===== config.mk =====
export PLATFORM = sky130hd
export DESIGN_NAME = sdc_bank_buffer
export DESIGN_NICKNAME = d
export VERILOG_FILES = /design/src/rtl/sdc_pkg.sv /design/src/rtl/sdc_cycle_ctrl.sv /design/src/rtl/sdc_entry_fmt.sv /design/src/rtl/sdc_bank_mem.sv /design/src/rtl/sdc_bank_buffer.sv
export SDC_FILE = /design/constraint.sdc
export NUM_CORES = 1
export LEC_CHECK = 0
export ABC_AREA = 0
export CAP_MARGIN = 0
export CORE_ASPECT_RATIO = 1.75
export CORE_MARGIN = 2
export CORE_UTILIZATION = 50
export DETAILED_ROUTE_END_ITERATION = 8
export GPL_ROUTABILITY_DRIVEN = 0
export HOLD_SLACK_MARGIN = 0.15
export PLACE_DENSITY = 0.69
export SLEW_MARGIN = 25
export SYNTH_ARGS = -nofsm -noshare
export SYNTH_HDL_FRONTEND = slang
export SYNTH_HIERARCHICAL = 1
export SYNTH_SLANG_ARGS = --single-unit

===== constraint.sdc =====
create_clock -name clk_i -period 2.4 [get_ports clk_i]
set_input_delay 0.6 -clock clk_i [delete_from_list [all_inputs] [get_ports clk_i]]
set_output_delay 0.6 -clock clk_i [all_outputs]
set_load 0.01 [all_outputs]

===== src/rtl/sdc_pkg.sv =====
package sdc_pkg;
  typedef enum logic {
    CYC_IDLE = 1'b0,
    CYC_RUN  = 1'b1
  } cyc_state_e;
endpackage


===== src/rtl/sdc_cycle_ctrl.sv =====
module sdc_cycle_ctrl
  import sdc_pkg::*;
(
  input  logic clk_i,
  input  logic rst_ni,
  input  logic single_bank_i,
  input  logic cycle_start_i,
  input  logic cycle_done_i,
  input  logic cycle_abort_i,
  output logic busy_o,
  output logic rd_bank_o,
  output logic wr_bank_o
);
  cyc_state_e state_q;
  logic       rd_bank_q;

  always_ff @(posedge clk_i or negedge rst_ni) begin
    if (!rst_ni) begin
      state_q   <= CYC_IDLE;
      rd_bank_q <= 1'b0;
    end else begin
      case (state_q)
        CYC_IDLE: if (cycle_start_i) state_q <= CYC_RUN;
        CYC_RUN: begin
          if (cycle_abort_i) begin
            state_q <= CYC_IDLE;
          end else if (cycle_done_i) begin
            state_q <= CYC_IDLE;
            if (!single_bank_i) rd_bank_q <= ~rd_bank_q;
          end
        end
        default: state_q <= CYC_IDLE;
      endcase
    end
  end

  assign busy_o    = (state_q == CYC_RUN);
  assign rd_bank_o = rd_bank_q;
  // solo mode: writes land in the bank the host reads
  assign wr_bank_o = single_bank_i ? rd_bank_q : ~rd_bank_q;

  a_r3_start_sets_busy: assert property (@(posedge clk_i) disable iff (!rst_ni)
    (!busy_o && cycle_start_i) |=> busy_o);
  a_r3_end_clears_busy: assert property (@(posedge clk_i) disable iff (!rst_ni)
    (busy_o && (cycle_done_i || cycle_abort_i)) |=> !busy_o);
  a_r4_done_swaps: assert property (@(posedge clk_i) disable iff (!rst_ni)
    (busy_o && cycle_done_i && !cycle_abort_i && !single_bank_i)
      |=> (rd_bank_o != $past(rd_bank_o)));
  a_r5_abort_keeps_bank: assert property (@(posedge clk_i) disable iff (!rst_ni)
    (busy_o && cycle_abort_i) |=> $stable(rd_bank_o));
  a_r1_banks_split: assert property (@(posedge clk_i) disable iff (!rst_ni)
    (busy_o && !single_bank_i) |-> (wr_bank_o != rd_bank_o));
endmodule


===== src/rtl/sdc_entry_fmt.sv =====
module sdc_entry_fmt #(
  parameter int DATA_W = 16,
  parameter int CRC_W  = 6
) (
  input  logic                    no_crc_i,
  input  logic                    crc_check_en_i,
  input  logic [CRC_W-1:0]        crc_poly_i,
  input  logic [DATA_W-1:0]       data_i,
  input  logic [CRC_W-1:0]        crc_i,
  output logic [DATA_W+CRC_W-1:0] entry_o
);
  logic keep_crc;

  assign keep_crc = !no_crc_i && crc_check_en_i && (|crc_poly_i);
  assign entry_o  = {(keep_crc ? crc_i : {CRC_W{1'b0}}), data_i};
endmodule


===== src/rtl/sdc_bank_mem.sv =====
module sdc_bank_mem #(
  parameter int N_SLAVES = 5,
  parameter int ENTRY_W  = 22,
  parameter int IDX_W    = 3
) (
  input  logic               clk_i,
  input  logic               rst_ni,
  input  logic               wr_en_i,
  input  logic               wr_bank_i,
  input  logic [IDX_W-1:0]   wr_idx_i,
  input  logic [ENTRY_W-1:0] wr_entry_i,
  input  logic               rd_en_i,
  input  logic               rd_bank_i,
  input  logic [IDX_W-1:0]   rd_idx_i,
  output logic [ENTRY_W-1:0] rd_data_o
);
  localparam int N_BANKS = 2;

  logic [ENTRY_W-1:0] mem_q [N_BANKS][N_SLAVES];
  logic [ENTRY_W-1:0] rd_word;
  logic [ENTRY_W-1:0] rd_data_q;

  for (genvar b = 0; b < N_BANKS; b++) begin : g_bank
    for (genvar s = 0; s < N_SLAVES; s++) begin : g_slot
      always_ff @(posedge clk_i or negedge rst_ni) begin
        if (!rst_ni) begin
          mem_q[b][s] <= '0;
        end else if (wr_en_i && (wr_bank_i == 1'(b)) && (wr_idx_i == IDX_W'(s))) begin
          mem_q[b][s] <= wr_entry_i;
        end
      end
    end
  end

  // out-of-range index reads as zero
  always_comb begin
    rd_word = '0;
    for (int s = 0; s < N_SLAVES; s++) begin
      if (rd_idx_i == IDX_W'(s)) rd_word = mem_q[rd_bank_i][s];
    end
  end

  always_ff @(posedge clk_i or negedge rst_ni) begin
    if (!rst_ni)      rd_data_q <= '0;
    else if (rd_en_i) rd_data_q <= rd_word;
  end

  assign rd_data_o = rd_data_q;

  a_r8_rd_hold: assert property (@(posedge clk_i) disable iff (!rst_ni)
    !rd_en_i |=> $stable(rd_data_o));
  a_r9_rd_range: assert property (@(posedge clk_i) disable iff (!rst_ni)
    (rd_en_i && (int'(rd_idx_i) >= N_SLAVES)) |=> (rd_data_o == '0));
endmodule


===== src/rtl/sdc_bank_buffer.sv =====
module sdc_bank_buffer #(
  parameter int N_SLAVES = 5,
  parameter int DATA_W   = 16,
  parameter int CRC_W    = 6
) (
  input  logic                          clk_i,
  input  logic                          rst_ni,
  input  logic                          single_bank_i,
  input  logic                          no_crc_i,
  input  logic                          crc_check_en_i,
  input  logic [CRC_W-1:0]              crc_poly_i,
  input  logic                          cycle_start_i,
  input  logic                          cycle_done_i,
  input  logic                          cycle_abort_i,
  input  logic                          wr_valid_i,
  input  logic [$clog2(N_SLAVES)-1:0]   wr_idx_i,
  input  logic [DATA_W-1:0]             wr_data_i,
  input  logic [CRC_W-1:0]              wr_crc_i,
  output logic                          busy_o,
  input  logic                          rd_en_i,
  input  logic [$clog2(N_SLAVES)-1:0]   rd_idx_i,
  output logic [DATA_W+CRC_W-1:0]       rd_data_o
);
  localparam int ENTRY_W = DATA_W + CRC_W;
  localparam int IDX_W   = $clog2(N_SLAVES);

  logic               rd_bank;
  logic               wr_bank;
  logic               wr_en;
  logic [ENTRY_W-1:0] wr_entry;

  sdc_cycle_ctrl u_ctrl (
    .clk_i         (clk_i),
    .rst_ni        (rst_ni),
    .single_bank_i (single_bank_i),
    .cycle_start_i (cycle_start_i),
    .cycle_done_i  (cycle_done_i),
    .cycle_abort_i (cycle_abort_i),
    .busy_o        (busy_o),
    .rd_bank_o     (rd_bank),
    .wr_bank_o     (wr_bank)
  );

  sdc_entry_fmt #(.DATA_W(DATA_W), .CRC_W(CRC_W)) u_fmt (
    .no_crc_i       (no_crc_i),
    .crc_check_en_i (crc_check_en_i),
    .crc_poly_i     (crc_poly_i),
    .data_i         (wr_data_i),
    .crc_i          (wr_crc_i),
    .entry_o        (wr_entry)
  );

  // writes outside a cycle are dropped
  assign wr_en = wr_valid_i && busy_o;

  sdc_bank_mem #(.N_SLAVES(N_SLAVES), .ENTRY_W(ENTRY_W), .IDX_W(IDX_W)) u_mem (
    .clk_i      (clk_i),
    .rst_ni     (rst_ni),
    .wr_en_i    (wr_en),
    .wr_bank_i  (wr_bank),
    .wr_idx_i   (wr_idx_i),
    .wr_entry_i (wr_entry),
    .rd_en_i    (rd_en_i),
    .rd_bank_i  (rd_bank),
    .rd_idx_i   (rd_idx_i),
    .rd_data_o  (rd_data_o)
  );

  a_r7_crc_gated: assert property (@(posedge clk_i) disable iff (!rst_ni)
    (wr_en && (no_crc_i || !crc_check_en_i || (crc_poly_i == '0)))
      |-> (wr_entry[ENTRY_W-1:DATA_W] == '0));
endmodule


Word-level counts from Yosys, hierarchy flattened
Cells that the tools add are included.
- reductions and logical operators: 20
- muxes and demuxes: 14
- bitwise operators: 5
- magnitude comparators: 1
- eq/ne operators: 8
- operators by type and width (kind ; count):
    110-bit 2-to-1 mux ; 3
    22-bit 2-to-1 mux ; 5
    1-bit logical AND ; 15
    3-bit by 2-bit == test with 1-bit output (second input constant) ; 4
    3-bit by 1-bit == test with 1-bit output (second input constant) ; 2
    3-bit == test (second input constant) ; 2
    3-bit logical NOT ; 2
    6-bit 2-to-1 mux ; 1
    6-bit OR reduction ; 1
    1-bit 2-to-1 mux ; 4
    1-bit inverter ; 4
    3-bit AND reduction ; 1
    2-bit >= comparator (second input constant) ; 1
    1-bit inverter with 2-bit output ; 1
    1-bit case mux with 2 select lines ; 1
    1-bit logical NOT ; 1
- bits of input ports: 44
- bits in registers: 244

Depth between registers and ports, before layout
- word-level depth: 9
- gate-level depth with buffers: 7
- gate-level depth less buffers: 5

Hierarchy
Netlist, hierarchy kept.
- modules (own cells, without submodules) (module ; instances ; cells an instance ; area each (µm²)):
    sdc_bank_mem ; 1 ; 804 ; 10880.4
    sdc_entry_fmt ; 1 ; 30 ; 220.2
    sdc_cycle_ctrl ; 1 ; 7 ; 95.1
    sdc_bank_buffer ; 1 ; 1 ; 6.3

Worst setup path before layout
Ideal clock, no wire load.
- path type: input-to-reg
- start: in single_bank_i
- end: reg u_mem/mem_q[89] in the netlist's numbering
- path buffers: 1
- stages: 5
- data required time: 2.275 ns
- setup slack: 0.467 ns
- setup time: 0.125 ns
- arrival time: 1.808 ns
- path through: xnor2_1 nand2_1 nor4_2 buf_2 mux2_2
- cells in the longest elaborated chain, start to end: 3
- RTL lines (item ; line ; text):
    start: declaration ; sdc_bank_buffer.sv:8 ; input logic single_bank_i,
    1-bit 2-to-1 mux ; sdc_cycle_ctrl.sv:40 ; assign wr_bank_o = single_bank_i ? rd_bank_q : ~rd_bank_q;
    1-bit logical AND (2 in series) ; sdc_bank_mem.sv:28 ; end else if (wr_en_i && (wr_bank_i == 1'(b)) && (wr_idx_i == IDX_W'(s))) begin
    end signal: indexed assignment ; sdc_bank_mem.sv:29 ; mem_q[b][s] <= wr_entry_i;
    end: declaration ; sdc_bank_mem.sv:19 ; logic [ENTRY_W-1:0] mem_q [N_BANKS][N_SLAVES];
No other way between the ends.
A chain may end at the register's enable or synchronous reset.

Worst setup path after layout
- start: reg u_ctrl.rd_bank_q, in the netlist u_ctrl/rd_bank_o
- end: reg u_mem.rd_data_q[2], in the netlist u_mem/rd_data_o[2]
- cells in the longest elaborated chain, start to end: 9
- RTL lines (item ; line ; text):
    start: declaration ; sdc_cycle_ctrl.sv:15 ; logic rd_bank_q;
    start signal: assignment ; sdc_cycle_ctrl.sv:29 ; if (!single_bank_i) rd_bank_q <= ~rd_bank_q;
    1-bit inverter with 2-bit output (not written as such) (*) ; sdc_bank_mem.sv:39 ; if (rd_idx_i == IDX_W'(s)) rd_word = mem_q[rd_bank_i][s];
    110-bit 2-to-1 mux (not written as such) (*) (3 in series) ; sdc_bank_mem.sv:39 ;
    22-bit 2-to-1 mux (4 in series) ; sdc_bank_mem.sv:39 ;
    22-bit 2-to-1 mux (*) ; sdc_bank_mem.sv:39 ;
    end signal: assignment ; sdc_bank_mem.sv:45 ; else if (rd_en_i) rd_data_q <= rd_word;
    end: declaration ; sdc_bank_mem.sv:21 ; logic [ENTRY_W-1:0] rd_data_q;
Mark *: on every way between the ends. The rest lies on a longest branch, timed or not. The select of a mux whose other input is x is not followed.

==> results.json <==
{
  "antenna_left": 0,
  "drt_pre_antenna_iters": 4,
  "post-cts-setup-buffer-count": 0,
  "timing_hold_violations_final": 0,
  "timing.setup.tns_ps": 0,
  "worstPathArrival_ps": 2410,
  "drt_iter0_markers": 306,
  "pwr-share-seq_pct": 46.9,
  "final_period_minus_worst_setup_slack_ps": 2050,
  "synthCells": 842,
  "total_leakage_power_uw": 0.00606,
  "internal_power_uw": 9320,
  "io_buffers": 66,
  "initial_core_util_pct": 50.8,
  "timing.critical_path.from_type": "flip-flop",
  "critPathKind": "flip-flop to flip-flop",
  "clock_sinks": 244,
  "vias_in_the_first_global_route": 7692,
  "route.vias.total": 6906,
  "maxCapViolations": 0,
  "power.switching_uw": 3660,
  "detail_route.drc_violations": 0,
  "cts_buffer_depth": 3,
  "grt_pass1_wl_um": 40900,
  "fraction_of_power_consumed_by_the_clock_network_pct": 26.0,
  "finalClockSkew_ps": 14.5,
  "syn2layout_area_growth_pct": 17.9,
  "postSynthNetCount": 886,
  "grt_overflow": 0,
  "core_area_um2": 22100,
  "routedWlPerCell_um": 21.1,
  "routed_wirelength_um": 25500,
  "timing.final.ws_setup_ps": 347,
  "ctsRootBufferMaster": "sky130_fd_sc_hd__clkbuf_16",
  "combinational_family_with_the_most_area_after_synthesis": "multiplexers",
  "final_max_slew_violation_count": 0,
  "tightest_slew_ps": 926,
  "p_comb_share_pct": 27.1,
  "post_route_cells_drive_above_1_share_pct": 33.9,
  "period_share_pct": 85.5,
  "syn-cell-area_um2": 11200,
  "power_density_nw_per_um2": 983,
  "place.detailed.hpwl_um": 16600,
  "worst_setup_path_end_kind": "flip-flop",
  "synth_compound_area_share_pct": 5.41,
  "hold_class": "flip-flop to flip-flop",
  "top_level_port_count": 67,
  "dieArea_um2": 23700,
  "yosys.area_share.xor_xnor_pct": 0.156,
  "synth_seq_cells": 244,
  "max_slew_margin_pct": 38.3,
  "most-common-layout-cells": "243 x sky130_fd_sc_hd__dfrtp_1, 214 x sky130_fd_sc_hd__mux2_2, 109 x sky130_fd_sc_hd__mux2i_1",
  "maximum_number_of_pins_on_one_net_before_global_route_repair": 67,
  "cts_max_level": 1,
  "synthAdderAreaFrac_pct": 0,
  "fmaxAchievable_ghz": 0.487,
  "power.switching_fraction_pct": 28.2,
  "die-height_um": 202,
  "rsz_0062_raised_after_global_routing": "no",
  "global_route.usage.total_pct": 22.4,
  "ys_warn_count": 6,
  "cp_max_fo": 66,
  "clock_insertion_delay_worst_skew_ps": 510,
  "syn_area_per_cell_um2": 13.3,
  "die_width_um": 117,
  "synth.yosys.seq_area_share_pct": 54.5,
  "setup-violations-final": 0,
  "status": "finished, final reports clean",
  "num_rows": 72,
  "antenna_found_initial": 1,
  "clock_tree_from_tritoncts": "yes",
  "synthDistinctLibCells": 34,
  "final_common_cell": "sky130_fd_sc_hd__dfrtp_1",
  "simple_logic_cell_fraction_of_the_synthesized_area_pct": 3.13,
  "required_ps": 2760,
  "cts_inserted_buffers": 22,
  "detailedPlace.worstSlack_ps": -103,
  "vdd_drop_max_mv": 0.532,
  "postcts_resize_cnt": 0,
  "nets": 941,
  "synth.area.mux_share_pct": 32.1,
  "clkSlewWorstSetupHoldPaths_ps": 60,
  "avgViaCountPerCell": 5.72
}
-- layout make-up --
type	instances	area [µm²]
tap	296	370
inverter	21	78.8
timing repair buffer	119	1350
fill	1762	8860
sequential	244	6110
multi-input combinational	489	4610
clock buffer	32	629
antenna	1	2.50
clock inverter	6	57.6
-- registers in the layout, indices dropped and copies added (netlist names) --
register and flops:
u_ctrl/rd_bank_o 1, u_mem/rd_data_o 22, u_mem/mem_q 220, u_ctrl/busy_o 1
-- per-stage QoR --
| step | std cells | utilization, % | total power [µW] | cell area [µm²] | hold slack (ps) |
|---|---|---|---|---|---|
| after floorplan | 842 | - | 8580 | 11200 | 304 |
| after global placement | 1168 | 56.7 | 9420 | 12500 | 467 |
| after detailed placement | 1168 | 56.7 | 9690 | 12500 | 490 |
| after CTS | 1207 | 59.8 | 13100 | 13200 | 504 |
| after global routing | 1208 | 59.8 | 13700 | 13200 | 514 |
| final | 1208 | 59.8 | 13000 | 13200 | 503 |
-- synthesized netlist by cell type (all sizes together) --
cell,number,area share [%]
nand3,3,0.13
and2,1,0.056
o311ai,20,1.6
o22ai,42,2.3
nand2b,2,0.11
nor2,11,0.37
and4bb,1,0.11
or3,1,0.056
clkbuf,10,0.35
inv,21,0.70
mux2,222,22
o21ai,23,1.0
nor3,3,0.27
a31oi,1,0.056
mux2i,109,9.7
a21oi,6,0.27
or3b,2,0.16
nand2,26,0.87
nor4,2,0.30
xor2,1,0.078
nor3b,1,0.11
xnor2,1,0.078
buf,78,3.7
a211oi,1,0.067
nor2b,2,0.11
a221oi,1,0.078
nand3b,7,0.47
dfrtp,244,55
-- final timing paths --
path | startpoint | endpoint | slack, ps | cells after the start
setup / recovery | u_ctrl/rd_bank_o | u_mem/rd_data_o[2] | 350 | 5
hold reg to reg | u_mem/mem_q[163] | u_mem/mem_q[163] | 500 | 1
hold / removal | u_mem/mem_q[163] | u_mem/mem_q[163] | 500 | 1
min in group asynchronous | rst_ni | u_mem/mem_q[194] | 600 | 2
max in group asynchronous | rst_ni | u_mem/mem_q[31] | 1130 | 3
setup reg to reg | u_ctrl/rd_bank_o | u_mem/rd_data_o[2] | 350 | 5
-- logic make-up (layout without fill, tap and decap cells) --
kind of cell / Yosys count / count (layout)
muxes: 331 / 331
DFF: 244 / 244
buffers and inverters: 109 / 178
AOI/OAI and AO/OA: 94 / 94
and+or+nand+nor: 62 / 62
xor gates and xnor gates: 2 / 2
other: 0 / 1
-- per-layer routing --
layer	wire length, µm	vias up	GRT usage [%]
li1	-	3124	-
met1	9860	3631	26.3
met5	0	-	0
met3	817	36	2.76
met4	558	0	7.18
met2	14200	115	41.5
-- what timing repair did --
action                     4_1_cts  5_1_grt
setup endpoints to repair        0        0
hold buffers                     1        0
hold endpoints to repair        47        0
-- power groups by stage --
stage / logic [µW] / clock network [µW] / registers [µW]
3_3_place_gp: 3390 / 0 / 6040
3_5_place_dp: 3530 / 0 / 6160
5_1_grt: 3810 / 3620 / 6230
2_1_floorplan: 2620 / 0 / 5960
4_1_cts: 3550 / 3480 / 6100
6_report: 3510 / 3380 / 6090
-- critical path: stages (launching register included) --
cell and delay, ps:
sky130_fd_sc_hd__dfrtp_4 450, sky130_fd_sc_hd__buf_12 400, sky130_fd_sc_hd__mux2i_1 300, sky130_fd_sc_hd__o22ai_1 140, sky130_fd_sc_hd__o311ai_0 460, sky130_fd_sc_hd__o21ai_0 160
(Power assumes the default switching activity.)
